[config.mk]
export PLATFORM = sky130hd
export DESIGN_NAME = mode_serial_tx
export DESIGN_NICKNAME = d
export VERILOG_FILES = /design/src/rtl/sertx_pkg.sv /design/src/rtl/sertx_hold.sv /design/src/rtl/sertx_shift.sv /design/src/rtl/mode_serial_tx.sv
export SDC_FILE = /design/constraint.sdc
export NUM_CORES = 1
export LEC_CHECK = 0
export BUFFER_PORTS_ARGS = -buffer_cell sky130_fd_sc_hd__buf_4
export CAP_MARGIN = 5
export CORE_MARGIN = 1
export CORE_UTILIZATION = 54
export CTS_BUF_LIST = sky130_fd_sc_hd__clkbuf_16
export DETAILED_ROUTE_END_ITERATION = 7
export PLACE_DENSITY = 0.77
export SYNTH_ARGS = -nofsm -noshare
export SYNTH_HDL_FRONTEND = slang
export SYNTH_HIERARCHICAL = 1
export SYNTH_SLANG_ARGS = --single-unit
[constraint.sdc]
create_clock -name clk -period 2.2 [get_ports clk]
set_input_delay 0.66 -clock clk [delete_from_list [all_inputs] [get_ports clk]]
set_output_delay 0.66 -clock clk [all_outputs]
set_load 0.01 [all_outputs]
[src/rtl/sertx_pkg.sv]
package sertx_pkg;
  typedef enum logic [1:0] {
    FM_ASYNC_PAR   = 2'd0,
    FM_ASYNC_ADR   = 2'd1,
    FM_SYNC        = 2'd2,
    FM_ASYNC_PLAIN = 2'd3
  } frame_mode_e;
endpackage

[src/rtl/sertx_hold.sv]
module sertx_hold #(
  parameter int DATA_W = 8
) (
  input  logic              clk,
  input  logic              rst_n,
  input  logic              wr_en,
  input  logic [DATA_W-1:0] wr_data,
  input  logic              take,
  output logic [DATA_W-1:0] hold_data,
  output logic              hold_empty
);
  always_ff @(posedge clk) begin
    if (!rst_n) begin
      hold_data  <= '0;
      hold_empty <= 1'b1;
    end else if (wr_en) begin
      hold_data  <= wr_data;
      hold_empty <= 1'b0;
    end else if (take) begin
      hold_empty <= 1'b1;
    end
  end

  // a write always leaves the register full
  p_write_clears_r2: assert property (@(posedge clk) disable iff (!rst_n)
    wr_en |=> !hold_empty);
  // a take without a competing write frees the register
  p_take_sets_r4: assert property (@(posedge clk) disable iff (!rst_n)
    (take && !wr_en) |=> hold_empty);
endmodule

[src/rtl/sertx_shift.sv]
module sertx_shift
  import sertx_pkg::*;
#(
  parameter int DATA_W = 8
) (
  input  logic              clk,
  input  logic              rst_n,
  input  logic              bit_tick,
  input  frame_mode_e       fmode,
  input  logic              par_en,
  input  logic              par_odd,
  input  logic              adr_flag,
  input  logic              sync_framed,
  input  logic              hold_full,
  input  logic [DATA_W-1:0] hold_data,
  output logic              take,
  output logic              busy,
  output logic              txd
);
  localparam int FW = DATA_W + 3;
  localparam int CW = $clog2(FW + 1);

  function automatic logic has_extra(frame_mode_e m, logic pen);
    return (m == FM_ASYNC_ADR) || (m == FM_ASYNC_PAR && pen);
  endfunction

  function automatic logic bare_sync(frame_mode_e m, logic framed);
    return (m == FM_SYNC) && !framed;
  endfunction

  function automatic logic extra_value(frame_mode_e m, logic odd, logic adr,
                                       logic [DATA_W-1:0] d);
    if (m == FM_ASYNC_ADR) return adr;
    return (^d) ^ odd;
  endfunction

  function automatic logic [FW-1:0] frame_bits(frame_mode_e m, logic pen, logic odd,
                                               logic adr, logic framed,
                                               logic [DATA_W-1:0] d);
    logic [FW-1:0] b;
    b = '1;
    if (bare_sync(m, framed)) begin
      b[DATA_W-1:0] = d;
    end else begin
      b[0] = 1'b0;
      b[DATA_W:1] = d;
      if (has_extra(m, pen)) b[DATA_W+1] = extra_value(m, odd, adr, d);
    end
    return b;
  endfunction

  function automatic logic [CW-1:0] frame_len(frame_mode_e m, logic pen, logic framed);
    if (bare_sync(m, framed)) return CW'(DATA_W);
    if (has_extra(m, pen)) return CW'(DATA_W + 3);
    return CW'(DATA_W + 2);
  endfunction

  logic [FW-1:0] shreg;
  logic [CW-1:0] remain;
  logic [FW-1:0] next_frame;
  logic [CW-1:0] next_len;
  logic          last_bit;

  always_comb begin
    next_frame = frame_bits(fmode, par_en, par_odd, adr_flag, sync_framed, hold_data);
    next_len   = frame_len(fmode, par_en, sync_framed);
  end

  assign last_bit = busy && (remain == '0);
  assign take     = bit_tick && hold_full && (!busy || last_bit);

  always_ff @(posedge clk) begin
    if (!rst_n) begin
      busy   <= 1'b0;
      txd    <= 1'b1;
      shreg  <= '1;
      remain <= '0;
    end else if (bit_tick) begin
      if (take) begin
        txd    <= next_frame[0];
        shreg  <= {1'b1, next_frame[FW-1:1]};
        remain <= next_len - CW'(1);
        busy   <= 1'b1;
      end else if (busy && !last_bit) begin
        txd    <= shreg[0];
        shreg  <= {1'b1, shreg[FW-1:1]};
        remain <= remain - CW'(1);
      end else begin
        busy <= 1'b0;
        txd  <= 1'b1;
      end
    end
  end

  // idle shifter drives the line high
  p_idle_level_r11: assert property (@(posedge clk) disable iff (!rst_n)
    !busy |-> txd);
  // line only moves on tick edges
  p_txd_hold_r12: assert property (@(posedge clk) disable iff (!rst_n)
    !bit_tick |=> $stable(txd));
  // bytes are taken only on a tick
  p_take_on_tick_r4: assert property (@(posedge clk) disable iff (!rst_n)
    take |-> bit_tick);
  // bit counter stays within the longest frame
  p_remain_bound_r5: assert property (@(posedge clk) disable iff (!rst_n)
    remain <= CW'(FW - 1));
endmodule

[src/rtl/mode_serial_tx.sv]
module mode_serial_tx
  import sertx_pkg::*;
#(
  parameter int DATA_W = 8
) (
  input  logic              clk,
  input  logic              rst_n,
  input  logic              wr_en,
  input  logic [DATA_W-1:0] wr_data,
  input  logic [1:0]        mode,
  input  logic              par_en,
  input  logic              par_odd,
  input  logic              adr_flag,
  input  logic              sync_framed,
  input  logic              irq_en,
  input  logic              bit_tick,
  output logic              hold_empty,
  output logic              tx_irq,
  output logic              txd
);
  logic              take_evt;
  logic              shift_busy;
  logic [DATA_W-1:0] hold_data;

  sertx_hold #(.DATA_W(DATA_W)) u_hold (
    .clk(clk), .rst_n(rst_n), .wr_en(wr_en), .wr_data(wr_data),
    .take(take_evt), .hold_data(hold_data), .hold_empty(hold_empty)
  );

  sertx_shift #(.DATA_W(DATA_W)) u_shift (
    .clk(clk), .rst_n(rst_n), .bit_tick(bit_tick), .fmode(frame_mode_e'(mode)),
    .par_en(par_en), .par_odd(par_odd), .adr_flag(adr_flag),
    .sync_framed(sync_framed), .hold_full(!hold_empty), .hold_data(hold_data),
    .take(take_evt), .busy(shift_busy), .txd(txd)
  );

  assign tx_irq = hold_empty & irq_en;

  // no request unless the register is empty and enabled
  p_irq_gate_r3: assert property (@(posedge clk) disable iff (!rst_n)
    tx_irq |-> (hold_empty && irq_en));
  // taking a byte starts a frame
  p_take_starts_r4: assert property (@(posedge clk) disable iff (!rst_n)
    take_evt |=> shift_busy);
endmodule

# ---- Word level (Yosys, flattened, before mapping)
# Cells that the tools add are included.
dict set report classes {
  n_addsub 2
  eq_ne 3
  n_mux 25
  n_bitwise 2
  reduce_logical 19
}
# op count
set op_table {}
lappend op_table {{$mux W4} 6}
lappend op_table {{$mux W11} 2}
lappend op_table {{$mux W1} 15}
lappend op_table {{$mux W8} 1}
lappend op_table {{$reduce_xor A8 Y1} 1}
lappend op_table {{$sub A4 B1 Y4 const B} 2}
lappend op_table {{$logic_and A1 B1 Y1} 6}
lappend op_table {{$logic_not A1 Y1} 4}
lappend op_table {{$logic_not A4 Y1} 1}
lappend op_table {{$reduce_and A2 Y1} 2}
lappend op_table {{$reduce_bool A2 Y1} 2}
lappend op_table {{$eq A2 B1 Y1 const B} 1}
lappend op_table {{$eq A2 B2 Y1 const B} 1}
lappend op_table {{$logic_not A2 Y1} 1}
lappend op_table {{$logic_or A1 B1 Y1} 2}
lappend op_table {{$mux W2} 1}
lappend op_table {{$ne A2 B2 Y1 const B} 1}
lappend op_table {{$and A1 B1 Y1} 1}
lappend op_table {{$xor A1 B1 Y1} 1}
dict set report word_totals {
  register_bits 26
  out_inout_bits 3
  word_cells 57
}

# ---- Logic depth before layout (Yosys ltp)
dict set report depth {
  ltp_word 9
  mapped_depth 9
  depth_no_buf 8
}

# ---- Cells and area by module
# Netlist, hierarchy kept.
# mod instances cells_per_inst area_each_um2 seq_area_each_um2
set by_module_without_submodules {}
lappend by_module_without_submodules {sertx_shift 1 102 965.9 300.3}
lappend by_module_without_submodules {sertx_hold 1 28 330.3 180.2}
lappend by_module_without_submodules {mode_serial_tx 1 2 10.0 0.0}

# ---- Worst setup path before layout
# Ideal clock, no wire load.
dict set report synth_timing {
  kind {in2reg}
  from {in mode[0]}
  to {reg u_shift.remain[2]}
  setup_time_ps 118
  t_arrival_ps 1720
  required_ps 2082
  slack_ps 362
  cell_stages 8
  path_buffers 1
  path_cell_list {nor3b_1 buf_2 nor2_1 a21oi_1 ha_1 o211ai_1 xnor2_1 nor2_1}
}
dict set report synth_between {
  elab_chain_cells 9
}
# element line_no
set synth_lines {}
lappend synth_lines {{start, declared} mode_serial_tx.sv:10} ;# input logic [1:0] mode,
lappend synth_lines {{$logic_not A2 Y1} sertx_shift.sv:24} ;# return (m == FM_ASYNC_ADR) || (m == FM_ASYNC_PAR && pen);
lappend synth_lines {{$logic_and A1 B1 Y1} sertx_shift.sv:24}
lappend synth_lines {{$logic_or A1 B1 Y1} sertx_shift.sv:24}
lappend synth_lines {{$mux W1 (2 in a row)} sertx_shift.sv:54} ;# if (has_extra(m, pen)) return CW'(DATA_W + 3);
lappend synth_lines {{$mux W4} sertx_shift.sv:55} ;# return CW'(DATA_W + 2);
lappend synth_lines {{$mux W4 *} sertx_shift.sv:54}
lappend synth_lines {{$sub A4 B1 Y4 *} sertx_shift.sv:82} ;# remain <= next_len - CW'(1);
lappend synth_lines {{$mux W4 *} sertx_shift.sv:79} ;# if (take) begin
lappend synth_lines {{end signal, assigned} sertx_shift.sv:82}
lappend synth_lines {{end signal, assigned} sertx_shift.sv:87} ;# remain <= remain - CW'(1);
lappend synth_lines {{end, declared} sertx_shift.sv:59} ;# logic [CW-1:0] remain;
# Mark *: on every way between the ends. The rest lies on a longest branch, timed or not. The select of a mux whose other input is x is not followed.
# A chain may end at the register's enable or synchronous reset.

# ---- Worst setup path after layout
dict set report layout_timing {
  from {reg u_shift.remain[0]}
  to {reg u_shift.remain[2]}
}
dict set report layout_between {
  elab_chain_cells 6
}
# element
set layout_lines {}
lappend layout_lines {{parallel branches: the longest is 6 deep, another holds $sub A4 B1 Y4}}
# Several ways; the timed one is not identified. The select of a mux whose other input is x is not followed.

==> run_results.csv <==
group,metric,value,unit
run_status,outcome,"finished, final reports clean",
floorplanning,starting_utilization_of_the_core_area,57.9,%
timing,clock_skew,0.00152,ns
floorplanning,floorplan.die.width,51.2,µm
drt,drt_first_pass_iters,4,
setup_path,worst_ep_arrival_time,2.02,ns
setup_path,worstPathBufferInverterCount,0,
flow_run,max_cap_violations,0,
setup_path,cp-end-kind,"flip-flop",
timing,fin_setup_tns,0,ns
cts,post_cts_buffers,0,
grt,grt_first_pass_wirelength,4470,µm
grt,grtUsageTotal,22.8,%
layout,design.final.nets,176,
setup_path,crit_family,"compound AO/OA/AOI/OAI gates",
place,place_hpwl,1920,µm
timing,relSlewSlack,73.5,%
cts,cts_sinks,24,
drt,drt.antenna.violating_nets,0,
synthesis,synth_sequential_area_ratio,36.8,%
layout,mostFrequentLayoutCells,"sky130_fd_sc_hd__buf_4 (24), sky130_fd_sc_hd__dfxtp_1 (24), sky130_fd_sc_hd__mux2i_1 (13)",
timing,grt_setup_unrepaired,"no",
timing,fmaxAchievable,535,MHz
setup_path,timing.critical_path.slowest_stage_cell,"sky130_fd_sc_hd__o41ai_4",
synthesis,post_synth_inst_count,132,
cts,postCtsResizedCells,0,
drt,route.vias.total,1056,
place,gp_routability_congestion,0.816,
synthesis,synth.yosys.warnings,6,
power,total_leakage_power,0.631,nW
synthesis,ys_seq_elements,24,
synthesis,post_synthesis_share_of_cell_area_spent_on_xor_and_xnor_gates,6.42,%
power,power_per_cell_area,700,nW/µm²
drt,remaining_drc_errors,0,
floorplanning,die_area,2620,µm²
synthesis,synth_compound_area_share,22.5,%
synthesis,synth.lib_cells_used.distinct,41,
grt,grt_antenna_before_repair,0,
layout,areaGrowthSynthToFinish,19.7,%
cts,tritoncts,"done",
hold_path,min-delay-path-class,"flip-flop to flip-flop",
setup_path,critPathLaunchType,"flip-flop",
place,io_buffer_count,21,
timing,maxSlewViolCount,0,
floorplanning,rows,17,
synthesis,netlist_area,1310,µm²
power,worst_ir_drop_vdd,0.438,mV
drt,detail_route.iter0.violations,19,
setup_path,worstPathCellList,"o41ai_4, nand3_4, a21oi_1, ha_1, o211ai_1, xnor2_1, nor2_1",
timing,fin_crit_sh,85.0,%
setup_path,critPathMaxStageDelay,0.45,ns
synthesis,combinational_family_with_the_most_area_after_synthesis,"compound AO/OA/AOI/OAI gates",
synthesis,synth-async-reset-ratio,0,%
drt,totalWireLength,2660,µm
drt,avgRoutedWirePerCell,14.6,µm
cts,worstSkewPairLatency,0.26,ns
setup_path,path_class,"flip-flop to flip-flop",
timing,final.min_clock_period,1.87,ns
timing,postLayoutSetupSlackWorst,0.331,ns
synthesis,yosys.area_share.simple,12.7,%
layout,final_core_util,69.4,%
cts,root_buffer_cell,"sky130_fd_sc_hd__clkbuf_16",
grt,grt_max_degree,16,
layout,antenna-diode-count,0,
synthesis,syn-num-nets,152,
setup_path,critical_path_peak_fanout,7,
cts,cts_made_buffers,3,
synthesis,synth_enable_flop_cells,0,
timing,tightest_slew,0.397,ns
floorplanning,core-area,2250,µm²
cts,ctsHtreeMaxLevel,1,
floorplanning,io_pins,22,
layout,post_route_cells_drive_above_1_share,29.9,%
setup_path,critPathRequiredTime,2.35,ns
cts,cts_buffer_depth,2,
timing,hold_viol_final,0,
place,dp_cells,179,
layout,filler_cell_count,191,
timing,finalSetupViolations,0,
synthesis,syn_avg_cell_area,9.90,µm²
synthesis,post_synth_fa_ha_maj_area_fraction,0.958,%
cts,cts-hold-fix-buffers,0,
floorplanning,die_span_y,51.2,µm
grt,grt_pass1_vias,1015,
layout,finish.cell_count_without_fillers,182,
synthesis,ys_dominant_reg_cell,"sky130_fd_sc_hd__dfxtp_1",
grt,gr-total-overflow,0,
drt,viasPerCell,5.80,
place,dpl_worst_slack,0.239,ns
cts,path_clk_slew,0.06,ns
synthesis,yosys-mux-area-fraction,16.0,%
## power breakdown
group	internal (W)	leakage, nW	switching (W)
clock network	0.000241	0.0370	0.000148
logic	0.000111	0.396	0.0000988
registers	0.000466	0.198	0.0000301
## final timing paths
check                                       start  slack, ns                end  cells past startpoint
worst max-delay path            u_shift/remain[0]       0.33  u_shift/remain[2]                      7
worst max register to register  u_shift/remain[0]       0.33  u_shift/remain[2]                      7
worst min-delay path             u_shift/shreg[2]       0.47   u_shift/shreg[2]                      2
worst min register to register   u_shift/shreg[2]       0.47   u_shift/shreg[2]                      2
## metrics by stage
stage | power, W | hold WS (ns) | instance area [µm²]
floorplan | 0.000649 | 0.438 | 1310
global placement | 0.000707 | 0.447 | 1490
detailed placement | 0.000714 | 0.456 | 1490
CTS | 0.00110 | 0.474 | 1560
global route | 0.00114 | 0.492 | 1560
finish | 0.00110 | 0.471 | 1560
## tightest hold or removal path, stage by stage, from the launching register on
cell and delay (ns):
sky130_fd_sc_hd__dfxtp_1 0.32, sky130_fd_sc_hd__a21oi_1 0.07, sky130_fd_sc_hd__o21ai_2 0.05
## flip-flops by register name (all words and copies together), names as in the netlist
register and flops:
u_shift/shreg 9, u_hold/hold_empty 1, u_hold/hold_data 8, u_shift/remain 4
u_shift/busy 1, u_shift/txd 1
## kinds of logic (layout without fill, tap and decap cells)
group                      Yosys count  count (layout)
and+or+nand+nor                     30              30
adders and majority gates            1               1
AOI/OAI and AO/OA                   38              38
muxes                               20              20
DFF                                 24              24
buffers and inverters               11              33
xor gates and xnor gates             8               8
## Yosys cell counts (2+ instances only)
cell type                  number  share of area, %
sky130_fd_sc_hd__dfxtp_1       24                37
sky130_fd_sc_hd__mux2i_1       13                10
sky130_fd_sc_hd__a21oi_1       10               3.8
sky130_fd_sc_hd__nor2b_1        9               4.3
sky130_fd_sc_hd__mux2_2         7               6.0
sky130_fd_sc_hd__xnor2_1        7               4.7
sky130_fd_sc_hd__nand2_1        6               1.7
sky130_fd_sc_hd__nor2_1         6               1.7
sky130_fd_sc_hd__o21ai_2        6               4.0
sky130_fd_sc_hd__o21ai_0        5               1.9
sky130_fd_sc_hd__inv_1          4               1.1
sky130_fd_sc_hd__nand3_1        3               1.1
sky130_fd_sc_hd__o221ai_1       3               2.0
sky130_fd_sc_hd__buf_2          2              0.77
## area by class of cell
cell class,count,area [µm²],share of cell area (%)
repair buffers,24,180,11.5
clock buffers,3,75.1,4.80
well taps,28,35.0,2.24
flip-flops and latches,24,480,30.7
multi-input cells,97,766,49.0
inverters,6,27.5,1.76
## layer usage
metal | vias up | wire length (µm) | GRT usage, %
met1 | 493 | 1220 | 26.5
met5 | - | 0 | 0
met4 | 0 | 36 | 8.33
met2 | 31 | 1280 | 41.0
met3 | 5 | 117 | 4.46
li1 | 527 | - | -
Power figures use the tool's default switching activity.
